<file path="src/rtl/sbr_pkg.sv">
package sbr_pkg;

    typedef struct packed {
        logic       sos;
        logic       err;
        logic [7:0] data;
    } rx_word_t;

    localparam int unsigned WORD_W = $bits(rx_word_t);

    // Map a raw line level to "active" under a per-line polarity setting.
    function automatic logic to_active(input logic raw, input logic act_high);
        return act_high ? raw : ~raw;
    endfunction

endpackage

</file>
<file path="src/rtl/sbr_sync.sv">
module sbr_sync #(
    parameter int unsigned W = 1
) (
    input  logic         clk,
    input  logic         rst,
    input  logic [W-1:0] d,
    output logic [W-1:0] q
);
    logic [W-1:0] meta;

    always_ff @(posedge clk) begin
        if (rst) begin
            meta <= '0;
            q    <= '0;
        end else begin
            meta <= d;
            q    <= meta;
        end
    end
endmodule

</file>
<file path="src/rtl/sbr_capture.sv">
module sbr_capture
    import sbr_pkg::*;
(
    input  logic       clk,
    input  logic       rst,
    input  logic [7:0] s_data,
    input  logic       s_strobe,
    input  logic       s_valid,
    input  logic       s_sos,
    input  logic       s_err,
    input  logic       cfg_strb_fall,
    input  logic       cfg_vld_hi,
    input  logic       cfg_sos_hi,
    input  logic       cfg_err_hi,
    output logic       push,
    output rx_word_t   word
);
    logic       stb_norm;
    logic       stb_prev;
    logic [1:0] arm_cnt;
    logic       armed;

    // Strobe normalised so the active edge is always a rising one.
    assign stb_norm = s_strobe ^ cfg_strb_fall;
    // Edges are ignored until the synchroniser and history flop hold real samples.
    assign armed    = (arm_cnt == 2'd3);

    always_ff @(posedge clk) begin
        if (rst) begin
            stb_prev <= 1'b0;
            arm_cnt  <= '0;
        end else begin
            stb_prev <= stb_norm;
            if (!armed) arm_cnt <= arm_cnt + 2'd1;
        end
    end

    always_comb begin
        push      = armed && stb_norm && !stb_prev && to_active(s_valid, cfg_vld_hi);
        word.data = s_data;
        word.sos  = to_active(s_sos, cfg_sos_hi);
        word.err  = to_active(s_err, cfg_err_hi);
    end
endmodule

</file>
<file path="src/rtl/sbr_fifo.sv">
module sbr_fifo
    import sbr_pkg::*;
#(
    parameter int unsigned DEPTH = 8,
    localparam int unsigned AW   = (DEPTH > 1) ? $clog2(DEPTH) : 1,
    localparam int unsigned CW   = $clog2(DEPTH + 1)
) (
    input  logic          clk,
    input  logic          rst,
    input  logic          push,
    input  rx_word_t      wr_word,
    input  logic          pop_req,
    output rx_word_t      head,
    output logic          nonempty,
    output logic          dropped,
    output logic [CW-1:0] free_cnt
);
    rx_word_t        mem [DEPTH];
    logic [AW-1:0]   wr_ptr, rd_ptr;
    logic [CW-1:0]   count;
    logic            full, do_wr, do_rd;

    function automatic logic [AW-1:0] bump(input logic [AW-1:0] p);
        return (p == AW'(DEPTH - 1)) ? '0 : p + AW'(1);
    endfunction

    assign full     = (count == CW'(DEPTH));
    assign nonempty = (count != '0);
    assign do_wr    = push && !full;
    assign do_rd    = pop_req && nonempty;
    assign dropped  = push && full;
    assign head     = mem[rd_ptr];
    assign free_cnt = CW'(DEPTH) - count;

    always_ff @(posedge clk) begin
        if (rst) begin
            wr_ptr <= '0;
            rd_ptr <= '0;
            count  <= '0;
        end else begin
            if (do_wr) wr_ptr <= bump(wr_ptr);
            if (do_rd) rd_ptr <= bump(rd_ptr);
            case ({do_wr, do_rd})
                2'b10:   count <= count + CW'(1);
                2'b01:   count <= count - CW'(1);
                default: count <= count;
            endcase
        end
    end

    always_ff @(posedge clk) begin
        if (do_wr) mem[wr_ptr] <= wr_word;
    end
endmodule

</file>
<file path="src/rtl/sbr_flow.sv">
module sbr_flow #(
    parameter int unsigned CW       = 4,
    parameter int unsigned OFF_FREE = 2,
    parameter int unsigned ON_FREE  = 4
) (
    input  logic          clk,
    input  logic          rst,
    input  logic [CW-1:0] free_cnt,
    input  logic          cfg_req_hi,
    output logic          req_on,
    output logic          req_pin
);
    logic req_nxt;

    always_comb begin
        if (free_cnt <= CW'(OFF_FREE))     req_nxt = 1'b0;
        else if (free_cnt >= CW'(ON_FREE)) req_nxt = 1'b1;
        else                               req_nxt = req_on;
    end

    always_ff @(posedge clk) begin
        if (rst) begin
            req_on  <= 1'b0;
            req_pin <= 1'b0;
        end else begin
            req_on  <= req_nxt;
            req_pin <= cfg_req_hi ? req_on : ~req_on;
        end
    end
endmodule

</file>
<file path="src/rtl/sector_byte_rx.sv">
module sector_byte_rx
    import sbr_pkg::*;
#(
    parameter int unsigned DEPTH    = 8,
    parameter int unsigned OFF_FREE = 2,
    parameter int unsigned ON_FREE  = 4,
    localparam int unsigned CW      = $clog2(DEPTH + 1)
) (
    input  logic       clk,
    input  logic       rst,
    input  logic [7:0] drv_data,
    input  logic       drv_strobe,
    input  logic       drv_valid,
    input  logic       drv_sos,
    input  logic       drv_err,
    output logic       drv_req,
    input  logic       cfg_strb_fall,
    input  logic       cfg_vld_hi,
    input  logic       cfg_sos_hi,
    input  logic       cfg_err_hi,
    input  logic       cfg_req_hi,
    input  logic       ovf_clr,
    output logic       ovf_flag,
    output logic       out_valid,
    input  logic       out_ready,
    output logic [7:0] out_data,
    output logic       out_sos,
    output logic       out_err
);
    localparam int unsigned SYNC_W = 12;

    logic [SYNC_W-1:0] raw_bus, syn_bus;
    logic              push, dropped, req_on;
    rx_word_t          cap_word, head;
    logic [CW-1:0]     free_cnt;

    assign raw_bus = {drv_err, drv_sos, drv_valid, drv_strobe, drv_data};

    sbr_sync #(.W(SYNC_W)) u_sync (
        .clk (clk),
        .rst (rst),
        .d   (raw_bus),
        .q   (syn_bus)
    );

    sbr_capture u_cap (
        .clk           (clk),
        .rst           (rst),
        .s_data        (syn_bus[7:0]),
        .s_strobe      (syn_bus[8]),
        .s_valid       (syn_bus[9]),
        .s_sos         (syn_bus[10]),
        .s_err         (syn_bus[11]),
        .cfg_strb_fall (cfg_strb_fall),
        .cfg_vld_hi    (cfg_vld_hi),
        .cfg_sos_hi    (cfg_sos_hi),
        .cfg_err_hi    (cfg_err_hi),
        .push          (push),
        .word          (cap_word)
    );

    sbr_fifo #(.DEPTH(DEPTH)) u_fifo (
        .clk      (clk),
        .rst      (rst),
        .push     (push),
        .wr_word  (cap_word),
        .pop_req  (out_ready),
        .head     (head),
        .nonempty (out_valid),
        .dropped  (dropped),
        .free_cnt (free_cnt)
    );

    sbr_flow #(.CW(CW), .OFF_FREE(OFF_FREE), .ON_FREE(ON_FREE)) u_flow (
        .clk        (clk),
        .rst        (rst),
        .free_cnt   (free_cnt),
        .cfg_req_hi (cfg_req_hi),
        .req_on     (req_on),
        .req_pin    (drv_req)
    );

    always_ff @(posedge clk) begin
        if (rst)          ovf_flag <= 1'b0;
        else if (ovf_clr) ovf_flag <= 1'b0;
        else if (dropped) ovf_flag <= 1'b1;
    end

    assign out_data = head.data;
    assign out_sos  = head.sos;
    assign out_err  = head.err;
endmodule

</file>
<file path="config.mk">
export PLATFORM = sky130hd
export DESIGN_NAME = sector_byte_rx
export DESIGN_NICKNAME = d
export VERILOG_FILES = /design/src/rtl/sbr_pkg.sv /design/src/rtl/sbr_sync.sv /design/src/rtl/sbr_capture.sv /design/src/rtl/sbr_fifo.sv /design/src/rtl/sbr_flow.sv /design/src/rtl/sector_byte_rx.sv
export SDC_FILE = /design/constraint.sdc
export NUM_CORES = 1
export LEC_CHECK = 0
export BUFFER_PORTS_ARGS = -buffer_cell sky130_fd_sc_hd__buf_2
export CELL_PAD_IN_SITES_DETAIL_PLACEMENT = 0
export CELL_PAD_IN_SITES_GLOBAL_PLACEMENT = 1
export CORE_ASPECT_RATIO = 0.7
export CORE_MARGIN = 2
export CORE_UTILIZATION = 47
export CTS_CLUSTER_DIAMETER = 50
export DETAILED_ROUTE_END_ITERATION = 10
export GPL_TIMING_DRIVEN = 0
export PLACE_DENSITY_LB_ADDON = 0.3
export SYNTH_ARGS = -nofsm -noshare
export SYNTH_HDL_FRONTEND = slang
export SYNTH_HIERARCHICAL = 1
export SYNTH_SLANG_ARGS = --single-unit
</file>
<file path="constraint.sdc">
create_clock -name clk -period 2.8 [get_ports clk]
set_input_delay 0.14 -clock clk [delete_from_list [all_inputs] [get_ports clk]]
set_output_delay 0.14 -clock clk [all_outputs]
set_load 0.1 [all_outputs]
</file>
* Word level (Yosys, flattened, before mapping) *
Memories as Yosys holds them, arrays and structs flattened. A register that Yosys moved wholly into a read port is not among the register bits.
Cells that the tools add are included.

word-level totals
  register bits after elaboration = 40
  RAM bits = 80
  input bits = 21
  word-level logic and storage cells = 53
  memories = 1

operators by class
  add/sub/neg operators = 6
  magnitude comparators = 2
  equality and inequality tests = 6
  muxes and demuxes = 11
  bitwise logic cells = 5
  reduce and logical (&&, ||, !) cells = 12

memories
  memory      words  width  read ports  clocked after memory_dff  wr ports  RTL line        source
  u_fifo.mem  8      10     1           1                         1         sbr_fifo.sv:18  rx_word_t mem [DEPTH];

operators with widths
  cell                                                                count
  two-way mux 3 bit                                                   4
  case mux 4 bit (2 select lines)                                     1
  adder 3 x 1 -> 3 bit (second input constant)                        2
  equality test 3 bit (second input constant)                         2
  logical AND 1 bit                                                   6
  two-way mux 1 bit                                                   6
  adder 4 x 1 -> 4 bit (second input constant)                        1
  equality test 2 bit (second input constant)                         2
  equality test 4 bit (second input constant)                         1
  greater-or-equal comparator 4 x 3 -> 1 bit (second input constant)  1
  less-or-equal comparator 4 x 2 -> 1 bit (second input constant)     1
  inverter 1 bit                                                      4
  nonzero test 4 bit                                                  1
  OR reduction 2 bit                                                  2
  subtractor 4 x 1 -> 4 bit (second input constant)                   1
  subtractor 4 bit (first input constant)                             1
  adder 2 x 1 -> 2 bit (second input constant)                        1
  equality test 2 x 1 -> 1 bit (second input constant)                1
  zero test 1 bit                                                     2
  nonzero test 2 bit                                                  1
  bitwise XOR 1 bit                                                   1

* Longest topological paths before layout *
  depth in word-level cells = 7
  gate-level depth with buffers = 13

* Modules after synthesis *
The synthesis kept the hierarchy.

modules (own cells, without submodules)
  module          instances  cells an instance  area each (µm²)
  sbr_fifo        1          202                3818.7
  sbr_sync        1          50                 693.2
  sbr_capture     1          22                 212.7
  sbr_flow        1          6                  65.1
  sector_byte_rx  1          3                  33.8

* Worst setup path after synthesis *
No wires, ideal clock.

  path kind = register to register
  from = reg u_cap.arm_cnt[0]
  to = mem u_fifo/mem[0][0] (netlist name), enable pin
  library setup time = 0.403 ns
  arrival = 2.122 ns
  required time = 2.397 ns
  path slack = 0.274 ns
  stages on the path, launching flop included = 5
  clock period less this slack = 2.526 ns
  path through = dfxtp_1 ha_1 nor4b_2 nand2_2 nor4_1

on the way
  cells in the longest elaborated chain, start to end = 7

ends and longest elaborated chain
  item                                     RTL line              source
  from (decl)                              sbr_capture.sv:20     logic [1:0] arm_cnt;
  from (signal assigned)                   sbr_capture.sv:34     if (!armed) arm_cnt <= arm_cnt + 2'd1;
  equality test 2 bit                      sbr_capture.sv:26     assign armed = (arm_cnt == 2'd3);
  logical AND 1 bit (3 in a row)           sbr_capture.sv:39     push = armed && stb_norm && !stb_prev && to_active(s_valid, cfg_vld_hi);
  net push                                 sector_byte_rx.sv:33  logic push, dropped, req_on;
  logical AND 1 bit                        sbr_fifo.sv:29        assign do_wr = push && !full;
  two-way mux 1 bit                        sbr_fifo.sv:52        if (do_wr) mem[wr_ptr] <= wr_word;
  two-way mux 1 bit (implied by the code)  sbr_fifo.sv:52
  to (decl)                                sbr_fifo.sv:18

The timed path passes the listed nets, and every way through them passes these cells.

* Worst setup path in the final report *
  from = reg u_cap.arm_cnt[0]
  to = reg u_fifo.count[3]

on the way
  cells in the longest elaborated chain, start to end = 7

ends and longest elaborated chain
  item                                                                   RTL line              source
  equality test 2 bit *                                                  sbr_capture.sv:26
  logical AND 1 bit * (3 in a row)                                       sbr_capture.sv:39
  net push                                                               sector_byte_rx.sv:33
  logical AND 1 bit *                                                    sbr_fifo.sv:29
  equality test 2 x 1 -> 1 bit or equality test 2 bit (tied branches)    sbr_fifo.sv:43        case ({do_wr, do_rd})
  case mux 4 bit (2 select lines) or nonzero test 2 bit (tied branches)  -
  to (signal assigned)                                                   sbr_fifo.sv:44        2'b10: count <= count + CW'(1);
  to (signal assigned)                                                   sbr_fifo.sv:45        2'b01: count <= count - CW'(1);
  to (signal assigned)                                                   sbr_fifo.sv:46        default: count <= count;
  to (decl)                                                              sbr_fifo.sv:20        logic [CW-1:0] count;

The timed path passes the listed nets; every way through them passes the cells marked *.
A chain may end at the register's enable or synchronous reset.

==> metrics.cfg <==
[layout]
multiInputGateArea_um2 = 1450
final_cells = 496
layout_common_cells = edfxtp_1 (80), dfxtp_1 (43), buf_2 (34)
nets = 385
final_common_cell = edfxtp_1
fillerInstances = 746
antenna_cells = 0
drive_above_1_share = 0.318
seq_area_um2 = 3260
finish.instance_area_um2 = 6000
area_growth_pct = 24.4

[sta]
slew_violations = 0
timing.final.crit_share = 0.918
fmax_ghz = 0.389
rsz0062_at_grt = no
hold_viol_final = 0
setup-violations-final = 0
finalClockSkew_ps = 6.19
period_needed_ps = 2570
slew_headroom = 0.190
tightest_slew_ps = 1210

[detailed_routing]
drt_wl_total_um = 8550
ant_nets = 0
route.detailed.drc = 0
firstDrtPassIters = 4
viasPerCell = 5.05
wl_per_cell_um = 17.2
drtIter0Drc = 125
vias = 2507

[die]
num_io_pins = 34
die-area_um2 = 11100
initial_utilization = 0.490
die_w_um = 125
rows = 30
core_area_um2 = 9830
die_h_um = 88.8

[worst_setup_path]
cp.arrival_ps = 2860
setup.worst_path.class = flop to flop
critPathLaunchType = flop
cp_max_fo = 10
worst_ep_required_time_ps = 3090
cp-end-kind = flop

[placement]
hpwl_um = 5450
gp_congestion = 0.688
io_buffers = 33
dpl.cell_count = 449
placed_cell_area_um2 = 5230

[power_and_ir_drop]
ir_drop_v = 0.000410
total_leakage_power_uw = 0.00223
power_density_nw_per_um2 = 734

[global_route]
grt_first_pass_wirelength_um = 13500
grt_max_degree = 17
grt_pass1_vias = 2508
grt_usage = 0.171
grt_overflow = 0
antenna_found_initial = 0

[yosys]
postSynthCellCount = 283
synth_edf_count = 80
async_reset_ff_frac = 0
synth_seq_cells = 123
synth_nets = 313
ys_seq_area_frac = 0.677
synth_area_um2 = 4820
syn_area_per_cell_um2 = 17.0
yosys_warnings = 6
yosysUniqueCellTypes = 38
synth_flop_cell = edfxtp_1

[clock_network]
numCtsBuffers = 17
clkTransAtPathRegs_ps = 50
clock_path_buffers = 2
clk_latency_ps = 400
clock-sinks = 123
cts_tree = yes
cts_htree_levels = 4
cts_root_buf = clkbuf_16

[status]
status = completed

[worst_hold_path]
worstHoldPathType = input port to flop

[job]
drv_cap = 0

critical path: stages, from the launching register on:
cell	delay, ps
dfxtp_1	350
ha_1	250
nor4b_4	350
nand2_2	250
ha_1	450
o41ai_1	440
mux2_2	380
where the power goes:
part	leakage (µW)	internal (µW)	switching (µW)
Combinational	0.000857	94.8	133
Sequential	0.00108	1960	15.7
Clock	0.000290	1470	726
Total	0.00223	3530	875
cells by family after synthesis:
kind of cell	synth area share
xor+xnor	0.0200
compound gates	0.0158
mux	0.141
fa+ha+maj	0.0233
flops	0.677
simple gates	0.0921
buf+inv	0.0314
worst paths after layout:
check / from / end / slack (ps) / depth (start not counted)
hold reg to reg: u_sync/meta[11]$_SDFF_PP0_ / u_sync/q[11]$_SDFF_PP0_ / 430 / 1
hold / removal: cfg_strb_fall / u_cap/stb_prev$_SDFF_PP0_ / 80 / 3
setup / recovery: u_cap/arm_cnt[0]$_SDFFE_PP0P_ / u_fifo/count[3]$_SDFFE_PP0P_ / 230 / 6
setup reg to reg: u_cap/arm_cnt[0]$_SDFFE_PP0P_ / u_fifo/count[3]$_SDFFE_PP0P_ / 230 / 6
through the flow:
step	hold WS, ps	power, µW	TNS, ps	utilization	setup slack [ps]
5_1_grt	81.8	4550	0	0.610	55.1
2_1_floorplan	209	2170	0	-	274
3_3_place_gp	307	2220	-25850	0.524	-944
6_report	77.4	4400	0	0.610	229
4_1_cts	35.5	4450	0	0.608	14.7
3_5_place_dp	313	2220	0	0.532	67.8
metal layers:
layer	share of wire	vias to the layer above	routed length, µm	global-route usage
met4	0.013	0	109	0.0848
met5	0	-	0	0
li1	-	1211	-	-
met2	0.45	50	3830	0.257
met3	0.044	9	377	0.0423
met1	0.50	1237	4240	0.238
synth_stat cells (4+ instances only):
master	number	share of area
edfxtp_1	80	0.50
dfxtp_1	43	0.18
mux4_1	20	0.11
nor2_1	15	0.012
nor2b_2	14	0.025
mux2_2	11	0.026
buf_4	10	0.016
ha_1	9	0.023
a21oi_1	8	0.0083
nor2b_1	8	0.010
xor2_1	7	0.013
nand2_1	6	0.0047
nor3_1	5	0.0052
and2b_1	4	0.0062
buf_6	4	0.0093
xnor2_1	4	0.0073
cell type report:
type / count / share of cell area
plain buffers: 19 / 0.0234
clock buffers: 18 / 0.0715
clock inverters: 14 / 0.0296
inverters: 3 / 0.00188
multi-input cells: 138 / 0.242
flip-flops and latches: 123 / 0.544
well taps: 128 / 0.0267
repair buffers: 53 / 0.0609
sequential cells by signal, indices dropped and copies added, names as in the netlist, named ones only:
register,cells
u_flow/req_pin,1
u_cap/arm_cnt,2
u_sync/q,12
u_flow/req_on,1
u_cap/stb_prev,1
u_fifo/rd_ptr,3
u_sync/meta,12
u_fifo/wr_ptr,3
u_fifo/count,4
ovf_flag,1
u_fifo/mem,80
repair_timing:
| action | in CTS | in global routing |
|---|---|---|
| hold buffers | 14 | 0 |
| buffers inserted | 0 | 1 |
| endpoints found under the hold margin | 14 | 0 |
| endpoints found under the setup margin | 0 | 32 |
| gates resized for setup | 0 | 3 |
No activity file was read; power rests on OpenSTA's default activity.
